--- src/rtl/dtg_pkg.sv ---
package dtg_pkg;
  localparam int DEF_HW = 12;
  localparam int DEF_VW = 11;

  typedef enum logic {
    RUN_FREE   = 1'b0,
    RUN_LOCKED = 1'b1
  } sync_mode_e;
endpackage

--- src/rtl/dtg_cfg_latch.sv ---
module dtg_cfg_latch #(
  parameter int W = 8
) (
  input  logic         clk,
  input  logic         rst_n,
  input  logic         load,
  input  logic [W-1:0] d,
  output logic [W-1:0] q
);
  // Reset captures the live inputs so the first frame already uses them.
  always_ff @(posedge clk) begin
    if (!rst_n)    q <= d;
    else if (load) q <= d;
  end

  assert_cfg_hold_R9: assert property (@(posedge clk) disable iff (!rst_n)
    !load |=> $stable(q));
endmodule

--- src/rtl/dtg_raster_cnt.sv ---
module dtg_raster_cnt #(
  parameter int HW = 12,
  parameter int VW = 11
) (
  input  logic          clk,
  input  logic          rst_n,
  input  logic [HW-1:0] h_total,
  input  logic [VW-1:0] v_total,
  input  logic          dual,
  input  logic          restart,
  output logic [HW-1:0] h_cnt,
  output logic [VW-1:0] v_cnt,
  output logic          frame_wrap
);
  localparam int HS = HW + 1;
  localparam int VS = VW + 1;

  logic [HS-1:0] h_next;
  logic [VS-1:0] v_next;
  logic          h_wrap;
  logic          v_wrap;

  always_comb begin
    h_next = {1'b0, h_cnt} + (dual ? HS'(2) : HS'(1));
    v_next = {1'b0, v_cnt} + VS'(1);
    h_wrap = h_next >= {1'b0, h_total};
    v_wrap = v_next >= {1'b0, v_total};
  end

  assign frame_wrap = h_wrap && v_wrap;

  always_ff @(posedge clk) begin
    if (!rst_n || restart) begin
      h_cnt <= '0;
      v_cnt <= '0;
    end else if (h_wrap) begin
      h_cnt <= '0;
      v_cnt <= v_wrap ? '0 : v_next[VW-1:0];
    end else begin
      h_cnt <= h_next[HW-1:0];
    end
  end

  assert_restart_zero_R6: assert property (@(posedge clk) disable iff (!rst_n)
    restart |=> (h_cnt == '0 && v_cnt == '0));
  assert_h_range_R2: assert property (@(posedge clk) disable iff (!rst_n)
    (h_total != '0) |-> (h_cnt < h_total));
  assert_v_hold_R3: assert property (@(posedge clk) disable iff (!rst_n)
    (!restart && !h_wrap) |=> $stable(v_cnt));
  assert_dual_even_R8: assert property (@(posedge clk) disable iff (!rst_n)
    dual |-> !h_cnt[0]);
endmodule

--- src/rtl/dtg_window.sv ---
module dtg_window #(
  parameter int W = 12
) (
  input  logic [W-1:0] pos,
  input  logic [W-1:0] sync_w,
  input  logic [W-1:0] act_start,
  input  logic [W-1:0] act_size,
  output logic         in_sync,
  output logic         in_act
);
  logic [W:0] act_end;

  always_comb begin
    act_end = {1'b0, act_start} + {1'b0, act_size};
    in_sync = pos < sync_w;
    in_act  = (pos >= act_start) && ({1'b0, pos} < act_end);
  end
endmodule

--- src/rtl/disp_timing_gen.sv ---
module disp_timing_gen #(
  parameter int HW = dtg_pkg::DEF_HW,
  parameter int VW = dtg_pkg::DEF_VW
) (
  input  logic          clk,
  input  logic          rst_n,
  input  logic [HW-1:0] cfg_h_total,
  input  logic [HW-1:0] cfg_h_sync,
  input  logic [HW-1:0] cfg_h_act_start,
  input  logic [HW-1:0] cfg_h_act_width,
  input  logic [VW-1:0] cfg_v_total,
  input  logic [VW-1:0] cfg_v_sync,
  input  logic [VW-1:0] cfg_v_act_start,
  input  logic [VW-1:0] cfg_v_act_height,
  input  logic          cfg_locked,
  input  logic          cfg_dual,
  input  logic          frame_start_in,
  output logic          hsync,
  output logic          vsync,
  output logic          de
);
  import dtg_pkg::*;

  localparam int CW = 4 * HW + 4 * VW + 2;

  logic [CW-1:0] cfg_live;
  logic [CW-1:0] cfg_act;
  logic [HW-1:0] a_ht, a_hs, a_hst, a_hw;
  logic [VW-1:0] a_vt, a_vs, a_vst, a_vh;
  sync_mode_e    a_mode;
  logic          a_dual;
  logic          restart;
  logic          frame_wrap;
  logic          frame_load;
  logic [HW-1:0] h_cnt;
  logic [VW-1:0] v_cnt;
  logic          h_sync_i, h_act_i, v_sync_i, v_act_i;

  assign cfg_live = {cfg_h_total, cfg_h_sync, cfg_h_act_start, cfg_h_act_width,
                     cfg_v_total, cfg_v_sync, cfg_v_act_start, cfg_v_act_height,
                     cfg_locked, cfg_dual};

  logic a_lock_bit;
  assign {a_ht, a_hs, a_hst, a_hw, a_vt, a_vs, a_vst, a_vh, a_lock_bit, a_dual} = cfg_act;
  assign a_mode = sync_mode_e'(a_lock_bit);

  assign restart    = (a_mode == RUN_LOCKED) && frame_start_in;
  assign frame_load = restart || frame_wrap;

  dtg_cfg_latch #(.W(CW)) u_cfg (
    .clk  (clk),
    .rst_n(rst_n),
    .load (frame_load),
    .d    (cfg_live),
    .q    (cfg_act)
  );

  dtg_raster_cnt #(.HW(HW), .VW(VW)) u_cnt (
    .clk       (clk),
    .rst_n     (rst_n),
    .h_total   (a_ht),
    .v_total   (a_vt),
    .dual      (a_dual),
    .restart   (restart),
    .h_cnt     (h_cnt),
    .v_cnt     (v_cnt),
    .frame_wrap(frame_wrap)
  );

  dtg_window #(.W(HW)) u_hwin (
    .pos      (h_cnt),
    .sync_w   (a_hs),
    .act_start(a_hst),
    .act_size (a_hw),
    .in_sync  (h_sync_i),
    .in_act   (h_act_i)
  );

  dtg_window #(.W(VW)) u_vwin (
    .pos      (v_cnt),
    .sync_w   (a_vs),
    .act_start(a_vst),
    .act_size (a_vh),
    .in_sync  (v_sync_i),
    .in_act   (v_act_i)
  );

  assign hsync = h_sync_i;
  assign vsync = v_sync_i;
  assign de    = h_act_i && v_act_i;

  assert_free_ignores_pulse_R5: assert property (@(posedge clk) disable iff (!rst_n)
    (a_mode == RUN_FREE && !frame_wrap) |=> (h_cnt != '0 || $past(h_cnt) != '0 || v_cnt == $past(v_cnt)));
  assert_de_needs_line_R4: assert property (@(posedge clk) disable iff (!rst_n)
    de |-> (v_cnt >= a_vst));
endmodule

--- config.mk ---
export PLATFORM = sky130hd
export DESIGN_NAME = disp_timing_gen
export DESIGN_NICKNAME = d
export VERILOG_FILES = /design/src/rtl/dtg_pkg.sv /design/src/rtl/dtg_cfg_latch.sv /design/src/rtl/dtg_raster_cnt.sv /design/src/rtl/dtg_window.sv /design/src/rtl/disp_timing_gen.sv
export SDC_FILE = /design/constraint.sdc
export NUM_CORES = 1
export LEC_CHECK = 0
export CAP_MARGIN = 15
export CELL_PAD_IN_SITES_DETAIL_PLACEMENT = 1
export CELL_PAD_IN_SITES_GLOBAL_PLACEMENT = 2
export CORE_UTILIZATION = 36
export DETAILED_ROUTE_END_ITERATION = 6
export PLACE_DENSITY = 0.92
export REMOVE_ABC_BUFFERS = 1
export SYNTH_ARGS = -nofsm -noshare
export SYNTH_HDL_FRONTEND = slang
export SYNTH_SLANG_ARGS = --single-unit
--- constraint.sdc ---
create_clock -name clk -period 10.65 [get_ports clk]
set_clock_uncertainty 0.1 [all_clocks]
set_input_delay 1.065 -clock clk [delete_from_list [all_inputs] [get_ports clk]]
set_output_delay 1.065 -clock clk [all_outputs]
set_load 0.02 [all_outputs]
==> results of run 1 <==
-- metrics by stage --
stage          instances  hold slack (ns)  total power, mW
2_1_floorplan        627            0.428            0.658
3_3_place_gp         988            0.498            0.724
3_5_place_dp         988            0.506            0.738
4_1_cts             1020            0.513             1.32
5_1_grt             1020            0.530             1.36
6_report            1020            0.511             1.31
-- worst max-delay path, delay by kind of cell, from the launching register on --
kind / cells / cell delay, ns
and+or+nand+nor: 4 / 0.76
buffers and inverters: 2 / 0.68
AOI/OAI and AO/OA: 7 / 1.77
adders and majority gates: 3 / 0.71
DFF: 1 / 0.40
-- layer usage --
layer,global-route usage,share of wire,up-vias,wire length [µm]
met5,0,0,-,0
met4,0.0821,0.019,0,331
met3,0.0462,0.043,26,749
met2,0.359,0.54,105,9440
met1,0.198,0.40,2528,7090
li1,-,-,2557,-
-- power by group through the flow --
stage	combinational [mW]	sequential (mW)	clock [mW]
after floorplan	0.113	0.546	0
after global placement	0.178	0.546	0
after detailed placement	0.190	0.548	0
after CTS	0.195	0.539	0.588
after global routing	0.216	0.542	0.606
final	0.191	0.539	0.578
-- Yosys cell counts, types with 10 or more instances --
cell type and count:
xnor2_1 10, a21oi_1 36, a21o_1 20, inv_1 79, ha_1 114, nor2_1 26
nand2_1 34, o21ai_0 29, xor2_1 17, dfxtp_1 23, nor2b_1 15, nand3_1 19
a2111oi_0 10, edfxtp_1 94
-- cells by family (layout without fill, tap and decap cells) --
logic type      count (synthesis)  after routing  share of synthesized area
buf+inv                        81            212                     0.0444
xor+xnor                       27             27                     0.0337
compound gates                142            142                      0.136
mux                             1              1                    0.00143
flops                         117            117                      0.468
fa+ha+maj                     117            117                      0.212
simple gates                  144            144                      0.106
-- flip-flops by register name, summed over array words and instances, names as in the netlist --
name,flops
u_cfg.q,94
u_cnt.h_cnt,12
u_cnt.v_cnt,11
-- worst paths after layout --
| check | startpoint | end | slack [ns] | cells past startpoint |
|---|---|---|---|---|
| worst max-delay path | u_cfg.q[58] | de | 4.71 | 16 |
| worst min-delay path | u_cnt.v_cnt[5] | u_cnt.v_cnt[5] | 0.51 | 1 |
| worst max register to register | u_cfg.q[0] | u_cfg.q[16] | 5.33 | 14 |
| worst min register to register | u_cnt.v_cnt[5] | u_cnt.v_cnt[5] | 0.51 | 1 |
-- cell type report --
type | instances | area share
flip-flops and latches | 117 | 0.368
clock buffers | 21 | 0.0504
multi-input cells | 431 | 0.385
repair buffers | 101 | 0.113
clock inverters | 11 | 0.0150
well taps | 260 | 0.0364
inverters | 79 | 0.0332
==> flow_summary_export.csv, run 1 <==
group,metric,value,unit
run_status,outcome,"finished clean",
critical_path,critPathLaunchType,"flop",
synthesis,ys.warnings.count,0,
critical_path,critPathMaxFanout,3,
pwr,powerDensity,146,mW/mm²
finish,fin_nets,961,
finish,final_common_cell,"ha_1",
placed_design,routabilityCongestion,0.811,
route,wl_per_cell,17.3,µm
timing,setup_tns,0,ns
route,vias_per_cell,5.11,
synthesis,async_reset_ff_frac,0,
timing,report.final.slew_viol_count,0,
die,rows,50,
run,max_cap_violations,0,
timing,final.min_clock_period,5.94,ns
clocking,ctsResizeCount,0,
synthesis,synthDistinctLibCells,54,
finish,fin_area,0.00893,mm²
critical_path,slowest_stage,"clkdlybuf4s50_1",
pwr,leakage,3.99,nW
clocking,clk_latency,0.43,ns
pwr,comb_power_share,0.146,
route,antenna_left,0,
timing,fmax,168,MHz
clocking,cts_setup_buffers,0,
pwr,clkPwrFrac,0.442,
clocking,cts.clk_slew.worst_paths,0.06,ns
route,num_vias,5216,
global_routing,antenna_found_initial,0,
die,coreArea,0.0189,mm²
timing,worst_pin_slew,0.899,ns
finish,fill_cells,2076,
critical_path,critPathArrivalTime,4.77,ns
pwr,intPower,987,µW
timing,fin_crit_sh,0.558,
clocking,cts_made_buffers,17,
global_routing,grt_pass1_vias,5917,
pwr,p_sw,321,µW
clocking,cts_sinks,117,
synthesis,ys_ff_latch,117,
pwr,ir_drop,0.114,mV
timing,setup_violations,0,
synthesis,post-synth-top-area-fraction,0.402,
finish,area_delta_synth_final,27.2,%
clocking,ctsLongestPathBuffers,2,
synthesis,synth_enable_flop_cells,94,
die,die_w,142,µm
worst_hold_path,hold_path_class,"reg -> reg",
clocking,hold_buffers,0,
finish,multiInputGateArea,0.00343,mm²
timing,hold_viol_final,0,
global_routing,overflow,0,
clocking,clockRootBuffer,"clkbuf_16",
route,dr.pass1.iters,4,
global_routing,grt.total_usage,0.190,
synthesis,synth_area,0.00702,mm²
critical_path,path_class,"reg -> out",
critical_path,worstPathRequired,9.49,ns
timing,worst_slack,4.71,ns
synthesis,syn_inst,629,
die,fp.dieH,142,µm
placed_design,pre_cts_slack,5.19,ns
route,initialDrtViolationCount,268,
synthesis,synth_flop_cell,"edfxtp_1",
route,drc,0,
die,initial_core_util,0.372,
critical_path,critPathMaxStageDelay,0.61,ns
clocking,cts_tree,"done",
clocking,htreeDepth,4,
finish,final_cell_mix,"114 x ha_1, 99 x clkdlybuf4s50_1, 94 x edfxtp_1, 79 x inv_1, 36 x a21oi_1",
synthesis,synthTopCellsByArea,"edfxtp_1 40%, ha_1 20%, dfxtp_1 6.6%",
critical_path,cp-end-kind,"output pin",
route,routed_wl,17.6,mm
finish,insertedDiodeCount,0,
global_routing,grt_max_degree,65,
synthesis,seq_area_frac_synth,0.468,
critical_path,path_cells,"ha_1 -> inv_1 -> fa_1 -> nor2b_1 -> o31ai_1 -> a211oi_1 -> a21o_1 -> and4_1 -> nor3_1 -> ha_1 -> a2111o_1 -> a211oi_1 -> o21ai_0 -> o2111ai_1 -> and4_1 -> clkdlybuf4s50_1",
timing,rsz0062_at_grt,"false",
synthesis,synth_largest_area_cell,"edfxtp_1",
placed_design,portBuffers,99,
global_routing,grt_pass1_wl,28.8,mm
pwr,seqPwrFrac,0.412,
finish,ff_latch_area,0.00328,mm²
die,io_pins,100,
finish,fin_util,0.473,
placed_design,post-dp-hpwl,13.2,mm
synthesis,syn_area_per_cell,11.2,µm²
die,dieArea,0.0201,mm²
timing,slew_headroom,0.399,
finish,drive_gt1_frac,0.0474,
pwr,switching_share,0.246,
placed_design,dpl_cell_area,0.00834,mm²
No activity file was read; power rests on OpenSTA's default activity.
==> run 2, diff against run 1 <==
Settings changed: CORE_UTILIZATION 36 to 33, PLACE_DENSITY 0.92 to 0.89.
Clock period 10.65 ns to 5.4 ns, I/O delays scaled along.
==> flow_summary_export.csv, run 2 (synthesis gave the netlist of run 1 again) <==
group,metric,value,unit
critical_path,critPathArrivalTime,4.24,ns
global_routing,grt.total_usage,0.163,
critical_path,rr_worst_depth,14,
clocking,cts_tree,"done",
finish,area_delta_synth_final,28.7,%
finish,ff_latch_area,0.00328,mm²
worst_hold_path,hold_path_class,"reg -> reg",
finish,final_cell_mix,"114 x ha_1, 98 x clkdlybuf4s50_1, 94 x edfxtp_1, 79 x inv_1, 36 x a21oi_1",
route,drc,0,
timing,fmax,205,MHz
pwr,power,2.70,mW
global_routing,grt_pass1_vias,5537,
placed_design,dpl_cell_area,0.00837,mm²
finish,fin_cells,1030,
finish,largest_register_ff_count,94,
critical_path,worstPathRequired,4.76,ns
global_routing,grt_max_degree,95,
critical_path,startpoint,"u_cfg.q[58]",
route,num_vias,5105,
finish,final_common_cell,"ha_1",
pwr,ir_drop,0.172,mV
worst_hold_path,hold_depth,1,
clocking,cts_made_buffers,17,
die,io_pins,100,
die,initial_core_util,0.341,
critical_path,critPathCapture,"de",
die,die_w,148,µm
global_routing,overflow,0,
placed_design,post-dp-hpwl,12.3,mm
critical_path,critPathMaxFanout,3,
die,coreArea,0.0206,mm²
finish,drive_gt1_frac,0.0553,
timing,rsz0062_at_grt,"false",
route,dr.pass1.iters,4,
die,fp.dieH,148,µm
route,initialDrtViolationCount,218,
timing,setup_tns,0,ns
timing,final.min_clock_period,4.88,ns
global_routing,antenna_found_initial,0,
clocking,clk_latency,0.42,ns
clocking,cts.clk_slew.worst_paths,0.06,ns
route,antenna_left,0,
critical_path,worstReg2RegEnd,"u_cfg.q[54]",
route,wl_per_cell,16.2,µm
timing,whs,0.534,ns
finish,insertedDiodeCount,0,
finish,multiInputGateArea,0.00344,mm²
pwr,powerDensity,299,mW/mm²
clocking,clockRootBuffer,"clkbuf_16",
clocking,cts_sinks,117,
critical_path,cp-end-kind,"output pin",
critical_path,critPathLaunchType,"flop",
timing,worst_pin_slew,0.788,ns
clocking,ctsLongestPathBuffers,2,
route,routed_wl,16.7,mm
placed_design,portBuffers,99,
timing,report.final.slew_viol_count,0,
die,dieArea,0.0219,mm²
placed_design,dp_cells,998,
finish,regMostFlops,"u_cfg.q",
timing,hold_viol_final,0,
clocking,cts_setup_buffers,0,
pwr,leakage,4.04,nW
finish,fin_area,0.00904,mm²
global_routing,grt_pass1_wl,27.3,mm
timing,setup_violations,0,
die,rows,52,
clocking,hold_buffers,0,
run,max_cap_violations,0,
clocking,htreeDepth,4,
run_status,outcome,"finished clean",
critical_path,path_class,"reg -> out",
timing,slew_headroom,0.471,
finish,largestRegisters,"u_cfg.q (94), u_cnt.h_cnt (12), u_cnt.v_cnt (11)",
critical_path,ff2ff_setup_slack,0.98,ns
finish,fill_cells,2232,
critical_path,worstReg2RegStart,"u_cfg.q[0]",
placed_design,routabilityCongestion,0.794,
route,vias_per_cell,4.96,
timing,fin_crit_sh,0.904,
finish,fin_nets,961,
run 2: cell types whose count changed in the layout (fill, tap and decap cells not counted), sizes merged:
cell / delta
bufinv: +2
clkbuf: -4
clkdlybuf4s50: -1
clkinvlp: +1
dlymetal6s2s: +1
inv: +1
run 2: metrics by stage:
stage                     setup WS [ns]   util
after floorplan                   -1.94      -
after global placement            0.568  0.407
after detailed placement          0.436  0.407
after CTS                       0.00224  0.439
after global routing              0.263  0.440
final                             0.516  0.440
run 2: routing by layer:
metal / part of all wire / global-route usage
met5: 0 / 0
met4: 0.011 / 0.0469
met3: 0.037 / 0.0389
met2: 0.52 / 0.298
met1: 0.44 / 0.186
run 2: report_power, final:
part	switching, mW	internal (mW)	total (mW)	leakage [nW]
clock	0.449	0.822	1.27	0.310
sequential	0.0233	1.04	1.06	1.09
combinational	0.191	0.180	0.371	2.64
run 2: final cells by class:
class / count / area share
multi-input combinational: 431 / 0.381
inverter: 79 / 0.0328
timing repair buffer: 101 / 0.113
sequential: 117 / 0.363
clock buffer: 17 / 0.0471
tap: 270 / 0.0374
clock inverter: 15 / 0.0255
run 2: how the worst min path moves through the flow:
stage	to	start	slack, ns
4_1_cts	u_cnt.v_cnt[5]	u_cnt.v_cnt[5]	0.52
2_1_floorplan	u_cnt.v_cnt[5]	u_cnt.v_cnt[5]	0.43
3_5_place_dp	u_cnt.v_cnt[5]	u_cnt.v_cnt[5]	0.51
3_3_place_gp	u_cnt.v_cnt[5]	u_cnt.v_cnt[5]	0.50
5_1_grt	u_cnt.v_cnt[5]	u_cnt.v_cnt[5]	0.53
6_report	u_cnt.v_cnt[5]	u_cnt.v_cnt[5]	0.53
run 2: critical path: stages (launching register included):
cell and delay (ns):
edfxtp_1 0.36, ha_1 0.20, inv_1 0.07, fa_1 0.41, nor2b_1 0.21, o31ai_2 0.11, a211oi_2 0.26, a21o_1 0.20
and4_1 0.20, nor3_1 0.05, ha_1 0.30, a2111o_1 0.43, a211oi_1 0.21, o21ai_0 0.12, o2111ai_1 0.18, and4_1 0.28
dlymetal6s2s_1 0.24
run 2: what timing repair did:
action | CTS | global route
pin swaps | 0 | 0
gates resized for setup | 1 | 2
endpoints found under the setup margin | 1 | 1
